`src/rtl/xbar_pkg.sv`:
```
`timescale 1ns/1ps
package xbar_pkg;
  // Strobes decoded by the control module for the datapath.
  typedef struct packed {
    logic write;     // staging write this cycle
    logic commit;    // copy staging -> active
    logic mapBcast;  // reset to broadcast map
    logic mapPass;   // reset to pass-through map
  } xbar_ctl_t;
endpackage

```
`src/rtl/xbar_ctrl.sv`:
```
`timescale 1ns/1ps
module xbar_ctrl
  import xbar_pkg::*;
#(
  parameter int N_PORTS = 16,
  localparam int SEL_W = $clog2(N_PORTS)
) (
  input  logic             clk,
  input  logic             mapRst,
  input  logic             load,
  input  logic             commit,
  input  logic [SEL_W-1:0] outSel,
  output xbar_ctl_t        ctl,
  output logic [N_PORTS-1:0] wrOneHot
);
  // Map reset dominates: load and commit only act outside of it.
  always_comb begin
    ctl.write    = load & ~mapRst;
    ctl.commit   = commit & ~mapRst;
    ctl.mapBcast = mapRst & ~commit;
    ctl.mapPass  = mapRst & commit;
  end

  // Output-select decoder, gated by the write strobe.
  always_comb begin
    wrOneHot = '0;
    if (ctl.write) wrOneHot[outSel] = 1'b1;
  end

  // a write names exactly one staging entry.
  a_r2_one_target: assert property (@(posedge clk) disable iff (mapRst)
    load |-> $onehot(wrOneHot));
  // no write strobe without load, or during a map reset.
  a_r3_no_stray_write: assert property (@(posedge clk)
    (!load || mapRst) |-> (wrOneHot == '0));
  a_r9_reset_modes_exclusive: assert property (@(posedge clk)
    $onehot0({ctl.mapBcast, ctl.mapPass, ctl.commit}));
endmodule

```
`src/rtl/xbar_datapath.sv`:
```
`timescale 1ns/1ps
module xbar_datapath
  import xbar_pkg::*;
#(
  parameter int N_PORTS = 16,
  parameter bit OUT_REG = 1'b0,
  localparam int SEL_W = $clog2(N_PORTS)
) (
  input  logic               clk,
  input  logic               mapRst,
  input  xbar_ctl_t          ctl,
  input  logic [N_PORTS-1:0] wrOneHot,
  input  logic [SEL_W-1:0]   inSel,
  input  logic [N_PORTS-1:0] dataIn,
  output logic [N_PORTS-1:0] dataOut
);
  logic [SEL_W-1:0]   stageReg  [N_PORTS];
  logic [SEL_W-1:0]   activeReg [N_PORTS];
  logic [N_PORTS-1:0] selData;

  for (genvar p = 0; p < N_PORTS; p++) begin : g_port
    // Two-stage configuration entry for output p.
    always_ff @(posedge clk) begin
      if (ctl.mapBcast) begin
        stageReg[p]  <= SEL_W'(p);
        activeReg[p] <= '0;
      end else if (ctl.mapPass) begin
        stageReg[p]  <= SEL_W'(p);
        activeReg[p] <= SEL_W'(p);
      end else begin
        if (ctl.commit)  activeReg[p] <= stageReg[p];
        if (wrOneHot[p]) stageReg[p]  <= inSel;
      end
    end

    // Per-output 16:1 selector driven only by the active entry.
    always_comb selData[p] = dataIn[activeReg[p]];

    // commit copies the pre-write staging value.
    a_r5_commit_copy: assert property (@(posedge clk) disable iff (mapRst)
      ctl.commit |=> (activeReg[p] == $past(stageReg[p])));
    // active entry only moves on commit or map reset.
    a_r4_active_hold: assert property (@(posedge clk) disable iff (mapRst)
      !ctl.commit |=> $stable(activeReg[p]));
    // staging entry only moves when addressed by a write.
    a_r3_stage_hold: assert property (@(posedge clk) disable iff (mapRst)
      !wrOneHot[p] |=> $stable(stageReg[p]));
  end

  if (OUT_REG) begin : g_outq
    always_ff @(posedge clk) dataOut <= selData;
  end else begin : g_comb
    always_comb dataOut = selData;
  end
endmodule

```
`src/rtl/xbar_switch.sv`:
```
`timescale 1ns/1ps
module xbar_switch
  import xbar_pkg::*;
#(
  parameter int N_PORTS = 16,
  parameter bit OUT_REG = 1'b0,
  localparam int SEL_W = $clog2(N_PORTS)
) (
  input  logic               clk,
  input  logic               mapRst,
  input  logic               load,
  input  logic               commit,
  input  logic [SEL_W-1:0]   inSel,
  input  logic [SEL_W-1:0]   outSel,
  input  logic [N_PORTS-1:0] dataIn,
  output logic [N_PORTS-1:0] dataOut
);
  xbar_ctl_t          ctl;
  logic [N_PORTS-1:0] wrOneHot;

  xbar_ctrl #(.N_PORTS(N_PORTS)) u_ctrl (
    .clk(clk), .mapRst(mapRst), .load(load), .commit(commit),
    .outSel(outSel), .ctl(ctl), .wrOneHot(wrOneHot)
  );

  xbar_datapath #(.N_PORTS(N_PORTS), .OUT_REG(OUT_REG)) u_dp (
    .clk(clk), .mapRst(mapRst), .ctl(ctl), .wrOneHot(wrOneHot),
    .inSel(inSel), .dataIn(dataIn), .dataOut(dataOut)
  );
endmodule

```
`config.mk`:
```
export PLATFORM = sky130hd
export DESIGN_NAME = xbar_switch
export DESIGN_NICKNAME = d
export VERILOG_FILES = /design/src/rtl/xbar_pkg.sv /design/src/rtl/xbar_ctrl.sv /design/src/rtl/xbar_datapath.sv /design/src/rtl/xbar_switch.sv
export SDC_FILE = /design/constraint.sdc
export NUM_CORES = 1
export LEC_CHECK = 0
export BUFFER_PORTS_ARGS = -buffer_cell sky130_fd_sc_hd__buf_2
export CORE_ASPECT_RATIO = 0.75
export CORE_MARGIN = 8
export CORE_UTILIZATION = 61
export CTS_CLUSTER_DIAMETER = 150
export DETAILED_ROUTE_END_ITERATION = 16
export GPL_TIMING_DRIVEN = 0
export PLACE_DENSITY = 0.87
export RECOVER_POWER = 25
export SYNTH_ARGS = -nofsm -noshare
export SYNTH_HDL_FRONTEND = slang
export SYNTH_HIERARCHICAL = 1
export SYNTH_SLANG_ARGS = --single-unit
```
`constraint.sdc`:
```
create_clock -name clk -period 2.9 [get_ports clk]
set_input_delay 0.145 -clock clk [delete_from_list [all_inputs] [get_ports clk]]
set_output_delay 0.145 -clock clk [all_outputs]
set_load 0.1 [all_outputs]
```
==> metrics.txt, run 1 <==
CTS max path bufs=2; Routed Wire Length=18900 um; Post-CTS Resized=0; CP max FO=4; outcome=completed; Sw Ratio=29.5%; Skew-Pair Late Insertion Delay=0.41 ns; Die ar.=15700 sq um; max-capacitance violation count=0; crit path max-delay cell type=mux4_1; CP required=2.76 ns; Core ar.=11600 sq um; CP dominant cell by count=mux2i_1; Comb pwr share=18.7%; Worst VDD drop=0.456 mV; Metal-1 WL=7400 um; worst setup margin=0.598 ns; worst min path class=input port to flop; Setup Buffers After CTS=0; antenna violations before repair=1; Slew Limit Headroom=15.3%; sequential power share=42.1%; met3 WL post-DR=2580 um; setup violators final=0; clk root buf=clkbuf_16; post-DR vias/cell=7.03; Pint=3.93 mW; switching power=1.65 mW; leakage power=3.50 nW; ant diodes=0; largest net degree at the start of global routing=42; CTS tree=yes; Post-CTS Hold Fix Bufs=0; CP max stage delay=0.63 ns; H-tree Lvls=4; Remaining Overflow, GRT=0; layout cell share with drive strength beyond 1=20.1%; Top Metal Used=met5; syn_nets=485; Layout area overhead=14.4%; Setup crit start kind=flop; Antenna Nets Post-Route=0; Least-Margin Pin Slew=1.26 ns; GR Util All Layers=24.3%; routability congestion estimate from global placement=0.888; Tcrit/Tclk final=79.4%; syn_area_per_cell=15.9 sq um; dpl hpwl=13200 um; Pwr per Cell Area=671 nW/um^2; fin crit period=2.30 ns; die height=111 um; nets=548; synthesized instance count=457; metal2 WL=8600 um; number of core rows=34; Bufs and invs on worst path=1; vias in the first global route=4752; DRT iter0 DRCs=708; synthesized cell area=7270 sq um; crit path cell chain=mux4_1 > mux2i_1 > mux2i_1 > buf_2; RSZ-0062 raised after global routing=false; Ports=44; Initial Util=62.6%; Clock Sinks=128; Max Freq=434 MHz; final core occ=71.6%; IO Port Bufs=43; clock buffer count from CTS=17; crit end category=output pin; Worst EP arrival=2.16 ns; first-pass GRT wire length=28400 um; Synth Warn #=6; dpl ws=0.562 ns; DRT Pass-1 Iters=5; critical path's top delay family=multiplexers; Crit Path Class=flop to output pin; Fin Clk Skew=0.00874 ns; routed vias=4884; Clk pwr share=39.2%; Routed wire per std cell=27.1 um; final max-slew violation count=0; Residual DRC=0; Die X=142 um; Clock transition at path regs=0.06 ns; Fin. Hold Viols=0
## final cells by class
cell class	instances	area, sq um
Timing Repair Buffer	44	234
Multi-Input combinational cell	291	3210
Clock inverter	14	179
Buffer	38	219
Clock buffer	18	429
Tap cell	162	203
Fill cell	729	3300
Sequential cell	128	3840
## metrics by stage
step / instance area (sq um) / power, mW / hold WS, ns / instances / setup TNS [ns]
after floorplan: 7270 / 3.13 / 0.346 / 457 / 0
after global placement: 7690 / 3.35 / 0.505 / 662 / -23.40
after detailed placement: 7710 / 3.41 / 0.505 / 663 / 0
after CTS: 8320 / 5.58 / 0.136 / 695 / 0
after global routing: 8310 / 5.73 / 0.172 / 695 / 0
final: 8310 / 5.58 / 0.152 / 695 / 0
## registers in the layout (all words and copies together) (netlist names)
signal / flops
u_dp/stageReg: 64
u_dp/activeReg: 64
## power groups by stage
stage               sequential (mW)  clock [mW]  combinational [mW]
finish                         2.35        2.19                1.04
global route                   2.36        2.29                1.08
CTS                            2.34        2.20                1.04
detailed placement             2.38           0                1.03
global placement               2.37           0               0.990
floorplan                      2.33           0               0.805
## per-layer routing
layer  vias up  global-route usage (%)
met5         -                       0
met3        33                    8.30
met4         2                    5.85
met1      2396                    33.4
li1       2039                       -
met2       414                    36.5
## placed cells by master, fill, tap and decap left out, drive strengths merged, types with 4 or more instances in the layout
cell / count
a21o: 32
and3: 64
buf: 59
clkbuf: 41
clkinv: 5
edfxtp: 128
inv: 4
mux2i: 48
mux4: 64
nand2: 33
nor2: 13
nor3: 8
or3: 18
## path summary, 6_finish.rpt
check | startpoint | to | slack, ns | depth (start not counted)
setup / recovery | u_dp/activeReg[0][12] | dataOut[3] | 0.60 | 4
hold / removal | outSel[0] | u_dp/stageReg[1][3] | 0.15 | 3
setup reg to reg | u_dp/stageReg[0][24] | u_dp/activeReg[0][24] | 1.97 | 1
hold reg to reg | u_dp/stageReg[1][18] | u_dp/activeReg[1][18] | 0.53 | 1
(Power assumes the default switching activity.)
==> run 2, diff against run 1 <==
CORE_UTILIZATION = 55   (was 61)
PLACE_DENSITY = 0.83   (was 0.87)
clock period = 2 ns   (was 2.9 ns; I/O delays follow)
==> run 2 against run 1 <==
Against the previous run: the run now ends with setup timing left; critical path depth is the same; power increased by 48%; design area increased by 1.0%; final cell count up 2.6%; clock skew fell by 0.00086 ns; sequential cell count is the same; register-to-register slack lost 0.86 ns.
==> metrics.txt, run 2 (synthesis gave the netlist of run 1 again) <==
outcome=complete, but fails checks; failing checks=setup timing; Pwr per Cell Area=983 nW/um^2; Tcrit/Tclk final=103%; setup TNS=-0.317 ns; Setup crit start kind=flop; Routed Wire Length=18600 um; area of the multi-input gates=3110 sq um; Skew-Pair Late Insertion Delay=0.42 ns; Die X=149 um; Clock transition at path regs=0.06 ns; switching power=2.49 mW; setup violators final=8; Worst EP arrival=1.96 ns; top flop regs=u_dp/activeReg (64), u_dp/stageReg (64); Reg area=3840 sq um; placed cell area=7760 sq um; nets=557; layout cell share with drive strength beyond 1=34.1%; Comb pwr share=21.2%; max-capacitance violation count=0; RSZ-0062 raised after global routing=true; fin crit period=2.06 ns; post-DR vias/cell=6.71; Remaining Overflow, GRT=0; Pint=5.76 mW; Sw Ratio=30.2%; vias in the first global route=4723; CTS max path bufs=2; clock buffer count from CTS=17; crit end category=output pin; Least-Margin Pin Slew=1.19 ns; final core occ=65.0%; metal2 WL=8730 um; Initial Util=56.2%; GR Util All Layers=22.3%; Slew Limit Headroom=19.8%; sequential power share=41.1%; DRT Pass-1 Iters=5; Residual DRC=0; IO Port Bufs=43; worst min path class=input port to flop; Clock Sinks=128; CP required=1.90 ns; most frequent cells in the layout=128 x edfxtp_1, 64 x and3_1, 54 x mux4_2; largest net degree at the start of global routing=61; Fin. Hold Viols=0; Top Metal Used=met4; Fin Clk Skew=0.00788 ns; fin area=8400 sq um; worst setup margin=-0.0609 ns; commonest non-fill, non-tap cell in the layout=edfxtp_1; Core ar.=12900 sq um; met3 WL post-DR=2280 um; Routed wire per std cell=26.1 um; CP max FO=4; Die ar.=17200 sq um; Clk pwr share=37.7%; CTS tree=yes; Layout area overhead=15.5%; Worst VDD drop=0.718 mV; Crit Path Class=flop to output pin; Antenna Nets Post-Route=0; Metal-1 WL=7340 um; number of core rows=36; H-tree Lvls=4; antenna violations before repair=0; Ports=44; final max-slew violation count=0; clk root buf=clkbuf_16; first-pass GRT wire length=28400 um; die height=116 um; routability congestion estimate from global placement=0.914; Max Freq=485 MHz; worst hold margin=0.100 ns; DRT iter0 DRCs=693; leakage power=3.40 nW; Fillers=911; dpl hpwl=12900 um; ant diodes=0; routed vias=4783
==> run 2: critical path: stages, from the launching register on <==
cell,delay (ns)
edfxtp_1,0.49
mux4_2,0.56
mux2i_2,0.20
mux2i_2,0.10
buf_6,0.19
==> run 2: layout make-up <==
type                       count  share of cell area (%)
sequential                   128                    45.8
multi-input combinational    291                    37.0
clock buffer                  17                    5.06
timing repair buffer          53                    4.95
buffer                        38                    2.61
tap                          171                    2.55
clock inverter                15                    2.06
==> run 2: power groups by stage <==
| stage | clock network [mW] | logic (mW) | registers [mW] |
|---|---|---|---|
| after floorplan | 0 | 1.22 | 3.38 |
| after global placement | 0 | 1.49 | 3.44 |
| after detailed placement | 0 | 1.53 | 3.46 |
| after CTS | 3.13 | 1.72 | 3.39 |
| after global routing | 3.24 | 1.82 | 3.41 |
| final | 3.11 | 1.75 | 3.40 |
==> run 2: path summary, 6_finish.rpt <==
path	cells past startpoint	slack, ns	from	endpoint
setup / recovery	4	-0.06	u_dp/activeReg[1][28]	dataOut[15]
hold / removal	3	0.10	outSel[0]	u_dp/stageReg[1][19]
setup reg to reg	1	1.11	u_dp/stageReg[0][27]	u_dp/activeReg[0][27]
hold reg to reg	1	0.52	u_dp/stageReg[0][12]	u_dp/activeReg[0][12]
==> run 2: layer usage <==
| layer | global-route usage [%] | vias to the layer above |
|---|---|---|
| met5 | 0 | - |
| met4 | 7.24 | 0 |
| met3 | 5.58 | 30 |
| met2 | 34.7 | 366 |
| met1 | 30.3 | 2375 |
| li1 | - | 2012 |
==> run 2: through the flow <==
step,setup slack [ns],cells,power (mW)
final,-0.0609,713,8.26
after global routing,-0.144,713,8.47
after CTS,-0.128,711,8.24
after detailed placement,-0.578,671,4.99
after global placement,-0.479,671,4.93
after floorplan,0.00242,457,4.60
==> run 2: what timing repair did <==
item,4_1_cts,5_1_grt
hold buffers,0,0
buffers inserted,8,2
gates resized for setup,83,8
pin swaps,0,0
setup endpoints to repair,76,16
